<file path="src/rtl/pgmem_pkg.sv">
package pgmem_pkg;

    localparam int OFF_W  = 16;
    localparam int WORD_W = 16;

    typedef enum logic [1:0] {
        OP_READ  = 2'b00,
        OP_WRITE = 2'b01,
        OP_PUSH  = 2'b10,
        OP_POP   = 2'b11
    } mem_op_e;

    typedef enum logic [1:0] {
        ST_IDLE,
        ST_RAM,
        ST_IOWAIT,
        ST_RESP
    } ctl_state_e;

    typedef struct packed {
        logic             is_io;
        logic             we;
        logic [OFF_W-1:0] off;
    } access_t;

    function automatic logic [OFF_W-1:0] io_base(input int win_w);
        return {OFF_W{1'b1}} << win_w;
    endfunction

    function automatic logic in_io_window(input logic [OFF_W-1:0] off, input int win_w);
        logic [OFF_W-1:0] m;
        m = io_base(win_w);
        return (off & m) == m;
    endfunction

    function automatic logic is_stack_op(input mem_op_e op);
        return op[1];
    endfunction

endpackage

</file>
<file path="src/rtl/pgmem_decode.sv">
module pgmem_decode
    import pgmem_pkg::*;
#(
    parameter int IO_WIN_W = 4
) (
    input  mem_op_e          op_i,
    input  logic [OFF_W-1:0] off_i,
    input  logic [OFF_W-1:0] sp_i,
    output access_t          acc_o,
    output logic             sp_upd_o,
    output logic [OFF_W-1:0] sp_next_o
);

    logic [OFF_W-1:0] sp_dec;
    logic [OFF_W-1:0] sp_inc;

    assign sp_dec = sp_i - 1'b1;
    assign sp_inc = sp_i + 1'b1;

    always_comb begin
        acc_o.is_io = 1'b0;
        acc_o.we    = (op_i == OP_WRITE) || (op_i == OP_PUSH);
        acc_o.off   = off_i;
        sp_upd_o    = is_stack_op(op_i);
        sp_next_o   = sp_i;
        unique case (op_i)
            OP_READ, OP_WRITE: begin
                acc_o.is_io = in_io_window(off_i, IO_WIN_W);
            end
            OP_PUSH: begin
                acc_o.off = sp_dec;
                sp_next_o = sp_dec;
            end
            OP_POP: begin
                acc_o.off = sp_i;
                sp_next_o = sp_inc;
            end
            default: ;
        endcase
    end

endmodule

</file>
<file path="src/rtl/pgmem_sp_bank.sv">
module pgmem_sp_bank
    import pgmem_pkg::*;
#(
    parameter int               PAGE_W  = 4,
    parameter logic [OFF_W-1:0] SP_INIT = 16'hFFEF
) (
    input  logic              clk,
    input  logic              rst,
    input  logic [PAGE_W-1:0] sel_i,
    input  logic              upd_i,
    input  logic [OFF_W-1:0]  nxt_i,
    output logic [OFF_W-1:0]  sp_o
);

    localparam int NPAGES = 1 << PAGE_W;

    logic [OFF_W-1:0] sp_q [NPAGES];

    for (genvar g = 0; g < NPAGES; g++) begin : g_page_sp
        always_ff @(posedge clk) begin
            if (rst) begin
                sp_q[g] <= SP_INIT;
            end else if (upd_i && (sel_i == PAGE_W'(g))) begin
                sp_q[g] <= nxt_i;
            end
        end
    end

    assign sp_o = sp_q[sel_i];

endmodule

</file>
<file path="src/rtl/pgmem_io_timer.sv">
module pgmem_io_timer #(
    parameter int IO_WAIT = 3
) (
    input  logic clk,
    input  logic rst,
    input  logic start_i,
    input  logic run_i,
    output logic last_o
);

    localparam int CNT_W = $clog2(IO_WAIT + 2);

    logic [CNT_W-1:0] cnt_q;

    always_ff @(posedge clk) begin
        if (rst) begin
            cnt_q <= '0;
        end else if (start_i) begin
            cnt_q <= CNT_W'(IO_WAIT);
        end else if (run_i && (cnt_q != '0)) begin
            cnt_q <= cnt_q - 1'b1;
        end
    end

    assign last_o = (cnt_q == '0);

endmodule

</file>
<file path="src/rtl/pgmem_ctrl.sv">
module pgmem_ctrl
    import pgmem_pkg::*;
#(
    parameter int PAGE_W   = 4,
    parameter int IO_WIN_W = 4,
    parameter int IO_WAIT  = 3
) (
    input  logic                     clk,
    input  logic                     rst,
    input  logic                     set_page_i,
    input  logic [PAGE_W-1:0]        page_val_i,
    input  logic                     req_valid_i,
    output logic                     req_ready_o,
    input  logic [1:0]               req_op_i,
    input  logic [15:0]              req_addr_i,
    input  logic [15:0]              req_wdata_i,
    output logic                     rsp_valid_o,
    output logic [15:0]              rsp_rdata_o,
    output logic                     ram_en_o,
    output logic                     ram_we_o,
    output logic [PAGE_W+15:0]       ram_addr_o,
    output logic [15:0]              ram_wdata_o,
    input  logic [15:0]              ram_rdata_i,
    output logic                     io_en_o,
    output logic                     io_we_o,
    output logic [IO_WIN_W-1:0]      io_addr_o,
    output logic [15:0]              io_wdata_o,
    input  logic [15:0]              io_rdata_i
);

    localparam logic [OFF_W-1:0] SP_INIT = io_base(IO_WIN_W) - 1'b1;

    ctl_state_e           state_q;
    logic [PAGE_W-1:0]    page_q;
    logic [PAGE_W-1:0]    page_l;
    access_t              acc_d;
    access_t              acc_l;
    logic [WORD_W-1:0]    wdata_l;
    logic [WORD_W-1:0]    io_rd_q;
    logic [OFF_W-1:0]     sp_cur;
    logic [OFF_W-1:0]     sp_nxt;
    logic                 sp_upd;
    logic                 accept;
    logic                 io_last;
    mem_op_e              op_in;

    assign op_in  = mem_op_e'(req_op_i);
    assign accept = req_valid_i && (state_q == ST_IDLE);

    pgmem_decode #(.IO_WIN_W(IO_WIN_W)) u_decode (
        .op_i      (op_in),
        .off_i     (req_addr_i),
        .sp_i      (sp_cur),
        .acc_o     (acc_d),
        .sp_upd_o  (sp_upd),
        .sp_next_o (sp_nxt)
    );

    pgmem_sp_bank #(.PAGE_W(PAGE_W), .SP_INIT(SP_INIT)) u_sp_bank (
        .clk   (clk),
        .rst   (rst),
        .sel_i (page_q),
        .upd_i (accept && sp_upd),
        .nxt_i (sp_nxt),
        .sp_o  (sp_cur)
    );

    pgmem_io_timer #(.IO_WAIT(IO_WAIT)) u_io_timer (
        .clk     (clk),
        .rst     (rst),
        .start_i (accept && acc_d.is_io),
        .run_i   (state_q == ST_IOWAIT),
        .last_o  (io_last)
    );

    // Page register: new value applies to requests accepted afterwards
    always_ff @(posedge clk) begin
        if (rst) begin
            page_q <= '0;
        end else if (set_page_i) begin
            page_q <= page_val_i;
        end
    end

    always_ff @(posedge clk) begin
        if (rst) begin
            state_q <= ST_IDLE;
            page_l  <= '0;
            acc_l   <= '0;
            wdata_l <= '0;
            io_rd_q <= '0;
        end else begin
            unique case (state_q)
                ST_IDLE: begin
                    if (accept) begin
                        page_l  <= page_q;
                        acc_l   <= acc_d;
                        wdata_l <= req_wdata_i;
                        state_q <= acc_d.is_io ? ST_IOWAIT : ST_RAM;
                    end
                end
                ST_RAM: begin
                    state_q <= ST_RESP;
                end
                ST_IOWAIT: begin
                    if (io_last) begin
                        io_rd_q <= io_rdata_i;
                        state_q <= ST_RESP;
                    end
                end
                ST_RESP: begin
                    state_q <= ST_IDLE;
                end
                default: state_q <= ST_IDLE;
            endcase
        end
    end

    assign req_ready_o = (state_q == ST_IDLE);

    assign ram_en_o    = (state_q == ST_RAM);
    assign ram_we_o    = ram_en_o && acc_l.we;
    assign ram_addr_o  = {page_l, acc_l.off};
    assign ram_wdata_o = wdata_l;

    assign io_en_o     = (state_q == ST_IOWAIT);
    assign io_we_o     = io_en_o && acc_l.we;
    assign io_addr_o   = acc_l.off[IO_WIN_W-1:0];
    assign io_wdata_o  = wdata_l;

    assign rsp_valid_o = (state_q == ST_RESP);

    always_comb begin
        rsp_rdata_o = '0;
        if (rsp_valid_o && !acc_l.we) begin
            rsp_rdata_o = acc_l.is_io ? io_rd_q : ram_rdata_i;
        end
    end

endmodule

</file>
<file path="config.mk">
export PLATFORM = sky130hd
export DESIGN_NAME = pgmem_ctrl
export DESIGN_NICKNAME = d
export VERILOG_FILES = /design/src/rtl/pgmem_pkg.sv /design/src/rtl/pgmem_decode.sv /design/src/rtl/pgmem_sp_bank.sv /design/src/rtl/pgmem_io_timer.sv /design/src/rtl/pgmem_ctrl.sv
export SDC_FILE = /design/constraint.sdc
export NUM_CORES = 1
export LEC_CHECK = 0
export ABC_CLOCK_PERIOD_IN_PS = 6400
export CAP_MARGIN = 20
export CORE_ASPECT_RATIO = 1.2
export CORE_MARGIN = 5
export CORE_UTILIZATION = 66
export DETAILED_ROUTE_END_ITERATION = 10
export DONT_BUFFER_PORTS = 1
export PLACE_DENSITY_LB_ADDON = 0.12
export SYNTH_ARGS = -nofsm -noshare
export SYNTH_HDL_FRONTEND = slang
export SYNTH_SLANG_ARGS = --single-unit
</file>
<file path="constraint.sdc">
create_clock -name clk -period 6.4 [get_ports clk]
set_input_delay 0.64 -clock clk [delete_from_list [all_inputs] [get_ports clk]]
set_output_delay 0.64 -clock clk [all_outputs]
set_load 0.03 [all_outputs]
</file>
== Yosys cells after proc, flatten, opt, wreduce, memory -nomap -nowiden ==
Memory sizes are Yosys's and may differ from the RTL's. A register that Yosys moved wholly into a read port is not among the register bits.
Index checks and enable logic that the tools add are counted.

* Add/subtract/negate cells: 3
* Equal/unequal tests: 24
* Mux-type cells: 79
* Bitwise operators: 16
* Reduce and logical (&&, ||, !) cells: 36

{| class="wikitable"
|+ Operators by type and width
! operator !! number
|-
| 2-to-1 mux 16 bit || 18
|-
| case mux 16 bit (2 select lines) || 2
|-
| 2-to-1 mux 1 bit || 51
|-
| equality test 4 bit (second input constant) || 8
|-
| logical AND 1 bit || 23
|-
| adder 16 x 1 -> 16 bit (second input constant) || 1
|-
| equality test 4 x 3 -> 1 bit (second input constant) || 4
|-
| OR 1 bit || 16
|-
| subtractor 16 x 1 -> 16 bit (second input constant) || 1
|-
| equality test 12 bit (second input constant) || 1
|-
| 2-to-1 mux 2 bit || 5
|-
| equality test 2 bit (second input constant) || 4
|-
| equality test 4 x 2 -> 1 bit (second input constant) || 2
|-
| 2-to-1 mux 4 bit || 2
|-
| case mux 2 bit (4 select lines) || 1
|-
| AND reduction 2 bit || 3
|-
| equality test 2 x 1 -> 1 bit (second input constant) || 2
|-
| equality test 4 x 1 -> 1 bit (second input constant) || 1
|-
| zero test 2 bit || 2
|-
| zero test 4 bit || 1
|-
| != test 2 x 1 -> 1 bit (second input constant) || 2
|-
| OR reduction 2 bit || 2
|-
| zero test 3 bit || 1
|-
| nonzero test 3 bit || 1
|-
| 4 further kinds || 4
|}

* Register bits: 63
* RAM bits: 256
* Input port bits: 74
* Output and inout port bits: 78
* Word-level logic and storage cells: 169
* Memories kept: 1

{| class="wikitable"
|+ Memory list
! name !! depth !! bits a word !! read ports !! clocked after Yosys merged registers in !! wr ports !! line !! text
|-
| u_sp_bank.sp_q || 16 || 16 || 1 || 1 || 16 || pgmem_sp_bank.sv:17 || <nowiki>logic [OFF_W-1:0] sp_q [NPAGES];</nowiki>
|}

== Logic depth before layout (Yosys ltp) ==
* Word-level depth: 8
* Depth in mapped cells: 14

== Hierarchy ==
Synthesis repeated with hierarchy kept, for this count alone.

* Cells, all modules: 1311
* Area total of the unflattened synthesis: 15861.5 um^2

{| class="wikitable"
|+ By module, submodules not included
! module !! times used !! cells an instance !! area each (um^2) !! sequential area each (um^2)
|-
| pgmem_sp_bank || 1 || 735 || 11664.9 || 7687.4
|-
| pgmem_ctrl || 1 || 350 || 2766.4 || 1201.2
|-
| pgmem_decode || 1 || 209 || 1246.2 || 0.0
|-
| pgmem_io_timer || 1 || 17 || 183.9 || 60.1
|}

== Worst setup path after synthesis ==
OpenSTA, ideal clock, no wires.

* Path kind: reg-to-reg
* From: register (tool-made name)
* To: memory u_sp_bank.sp_q[10][14], data pin
* Library setup time: 272 ps
* Data arrival time: 3638 ps
* Required time: 6128 ps
* Path slack: 2490 ps
* Stages on the path, launching flop included: 13
* Buffers on the path: 3
* Period minus slack after synthesis: 3910 ps
* Path through: dfxtp_1 -> buf_6 -> mux4_1 -> mux4_2 -> clkinv_2 -> ha_1 -> nand3_1 -> or4_1 -> clkbuf_1 -> o31a_1 -> o21ai_2 -> buf_2 -> nand3_1

{| class="wikitable"
|+ RTL lines
! what !! line
|-
| end, declared || pgmem_sp_bank.sv:17
|}

==> results by group <==
Pwr
  – VDD IR max: 0.2505 mV
  – Seq pwr share: 50.3%
  – Sw frac: 25.13%
  – Power share of the clock group: 40.7%
  – Leak pwr: 4.515 nW
  – Int Pwr: 0.003578 W
  – Pwr Density: 288.7 nW/um^2
  – Tot Pwr: 0.004779 W
  – NetSw: 0.001201 W
  – Comb pwr share: 9.0%

Logic synthesis
  – Post-synth net total: 1380
  – Adder-cell share of the synthesized area: 0.9700%
  – Seq cells post-synth: 323
  – Primary FF master, synth: edfxtp_1
  – Gate Count Post-Synth: 1294
  – Mean post-synth cell area: 11.96 um^2
  – Synth Area in Simple Gates: 14.35%
  – Sequential fraction of the synthesis area: 58.33%
  – EDFF count, synth: 256
  – Largest family of logic cells by synthesized area: simple AND/OR/NAND/NOR gates
  – Mux cell area share after synthesis: 12.84%
  – Warnings from Yosys: 0
  – Async SR Flop Fraction: 0%
  – Cell Area, Synth: 15480 um^2
  – Synth Area in XOR/XNOR: 1.019%
  – Compound-Gate Fraction of Synth Area: 7.275%
  – Netlist cell types: 66

Critical path
  – FF-to-FF path depth: 10
  – Cell at the slowest stage of the critical path: dfxtp_2
  – Critical path's most frequent cell: nand3_1
  – CP delay by family, top: multiplexers
  – Crit Path Class: register to register
  – Crit-path cells: buf_12 -> mux4_1 -> mux4_2 -> clkinv_2 -> ha_1 -> nand3_1 -> or4_1 -> o31a_1 -> o21ai_2 -> nand3_1
  – Worst r2r dst: u_sp_bank.sp_q[14][14]$_SDFFCE_PN1P_
  – Reg2reg setup slack: 1350 ps
  – Crit path max fanout: 34
  – Max incr delay on CP: 870 ps
  – Worst path bufs/invs: 2
  – CP Launch Type: register
  – Worst EP arrival: 5330 ps
  – WP data required: 6680 ps
  – CP endpoint kind: register

Clocking
  – CTS Buf Count: 30
  – Hold_buf cts: 0
  – Postcts setup bufs: 0
  – Clock sink count: 323
  – Root Buffer: clkbuf_16
  – Clk_lat worst skew: 570 ps
  – Worst-path clk slew: 70 ps
  – Post-CTS sizing: 0
  – Clock buffer depth: 3
  – # H-tree levels: 1
  – CTS tree: yes

Finish
  – Fin cells: 1567
  – Sequential cell area: 9035 um^2
  – Layout cells sized above 1: 13.74%
  – N_diodes: 0
  – Final nets: 1314
  – FILL cells: 1594
  – Multi-input gate area: 5684 um^2
  – Area grow syn2layout: 6.952%

Place
  – GPL Wtd Cong: 0.9097
  – Cell Count Post-Placement: 1510
  – HPWL Detailed: 26.87 mm
  – # port buffers: 0

Global routing
  – Pin count of the biggest net entering global routing: 84
  – Gr ovfl total: 0
  – First-pass GRT wire length: 61.89 mm
  – Initial antenna violation count: 1
  – Tot GR Track Use: 31.12%
  – Number of global-route vias before repair: 10130

Timing
  – Worst slew pin tran: 1170 ps
  – Clock Skews: 12.53 ps
  – Final worst-path cycle share: 78.95%
  – Final setup fails: 0
  – Pins Over Slew Limit: 0
  – Setup TNS: 0 ps
  – Final Critical Period: 5053 ps
  – RSZ-0062 raised after global routing: false
  – Final hold vios: 0
  – Relative slew slack: 22.00%
  – Fmax: 197.9 MHz

Worst hold path
  – Hold depth: 1
  – Worst Hold End: io_wdata_o[11]$_SDFFE_PP0P_
  – Hold Path Class: input port to register
  – Hold_sp: rst

Routing
  – DRT Pass-1 Iters: 6
  – Post-route DRC: 0
  – Post-DR wirelength/cell: 26.61 um
  – Routed Antenna Nets: 0
  – Initial drt markers: 1069
  – DR vias/cell: 6.676
  – Total number of vias: 10460
  – DRT Wirelength: 41.70 mm

Floorplanning
  – Rows: 61
  – IO Pins: 152
  – Die Width: 149.8 um
  – Die Area: 26630 um^2
  – Height of the die: 177.8 um
  – Core region area: 23130 um^2
  – Initial Util: 66.93%

Outcome
  – Outcome: complete, no violations

Job
  – Max-cap violation count: 0
power by group through the flow:
stage	clock, W	sequential (W)	combinational [W]
floorplan	0	0.00238	0.000400
global placement	0	0.00245	0.000415
detailed placement	0	0.00245	0.000421
CTS	0.00195	0.00241	0.000423
global route	0.00204	0.00241	0.000456
finish	0.00195	0.00241	0.000428
flip-flops by register name (all words and copies together) (netlist names), named ones only:
name,flops
acc_l,2
io_addr_o,4
io_rd_q,16
io_wdata_o,16
page_l,4
page_q,4
ram_addr_o,12
state_q,2
u_io_timer.cnt_q,3
u_sp_bank.sp_q,256
layout make-up:
class	instances	area share (%)
sequential	323	54.58
inverter	17	0.4006
clock buffer	39	5.245
timing repair buffer	35	1.731
tap	315	2.381
clock inverter	17	1.330
multi-input combinational	821	34.34
per-layer routing:
layer | global-route usage [%] | share of wire, % | wire, um | up-vias
met5 | 0 | 0.034 | 14 | -
met4 | 14.23 | 5.2 | 2166 | 2
met3 | 6.258 | 11 | 4389 | 100
met2 | 51.29 | 48 | 20180 | 678
met1 | 40.11 | 36 | 14950 | 5094
li1 | - | - | - | 4587
worst max path at each step:
| stage | to | cells past startpoint | from |
|---|---|---|---|
| final | u_sp_bank.sp_q[14][14]$_SDFFCE_PN1P_ | 10 | register |
| after CTS | u_sp_bank.sp_q[14][14]$_SDFFCE_PN1P_ | 10 | register |
| after floorplan | u_sp_bank.sp_q[10][14]$_SDFFCE_PN1P_ | 12 | register |
| after global placement | u_sp_bank.sp_q[3][14]$_SDFFCE_PN1P_ | 10 | register |
| after detailed placement | u_sp_bank.sp_q[14][14]$_SDFFCE_PN1P_ | 10 | register |
| after global routing | u_sp_bank.sp_q[14][8]$_SDFFCE_PN1P_ | 10 | register |
synthesized netlist by cell type (3+ instances only):
master	count	area, um^2
nand2_1	291	1092
edfxtp_1	256	7687
nor2_1	80	300.3
clkbuf_1	73	274.0
dfxtp_1	67	1341
a21oi_1	59	295.3
mux4_2	51	1149
nand3_1	47	235.2
mux2i_1	39	390.4
buf_4	37	277.8
nor3_1	36	180.2
o21ai_1	18	90.09
a21o_1	15	112.6
inv_1	14	52.55
mux4_1	13	341.6
a211oi_1	12	90.09
a221oi_1	12	105.1
ha_1	12	150.1
a22oi_1	11	82.58
xnor2_1	11	96.34
nand4_1	10	62.56
buf_2	9	45.04
nor4_1	9	56.30
buf_6	8	90.09
o21ai_0	8	40.04
xor2_1	7	61.31
and2_1	6	37.54
a31oi_1	5	31.28
mux2_2	5	56.30
nand2b_1	5	31.28
nor2b_1	5	31.28
a221o_1	4	40.04
buf_1	4	15.01
o21bai_1	4	30.03
a221oi_2	3	45.04
o211ai_1	3	22.52
o221ai_1	3	26.28
o31a_1	3	26.28
per-stage QoR:
step | worst slack, ps | utilization, % | hold WS, ps | cell area [um^2]
global placement | 1510 | 66.76 | 437.1 | 15440
detailed placement | 1387 | 66.83 | 442.9 | 15450
CTS | 1373 | 71.54 | 124.8 | 16540
floorplan | 2490 | - | 436.0 | 15480
global route | 1094 | 71.58 | 125.9 | 16550
finish | 1347 | 71.58 | 147.5 | 16550
placed cells by master (no fill, tap or decap), drive strengths merged, types with 35 or more instances in the layout:
| cell type | netlist | layout |
|---|---|---|
| nand2 | 291 | 291 |
| buf | 60 | 35 |
| clkbuf | 73 | 39 |
| nor3 | 36 | 36 |
| a21oi | 59 | 59 |
| edfxtp | 256 | 256 |
| mux4 | 64 | 64 |
| nand3 | 48 | 48 |
| dfxtp | 67 | 67 |
| mux2i | 42 | 42 |
| nor2 | 80 | 80 |
logic make-up after synthesis:
| kind of cell | after synthesis |
|---|---|
| mux | 111 |
| fa+ha+maj | 12 |
| simple gates | 510 |
| xor+xnor | 18 |
| compound gates | 170 |
| buf+inv | 150 |
| flops | 323 |
(Power assumes the default switching activity.)
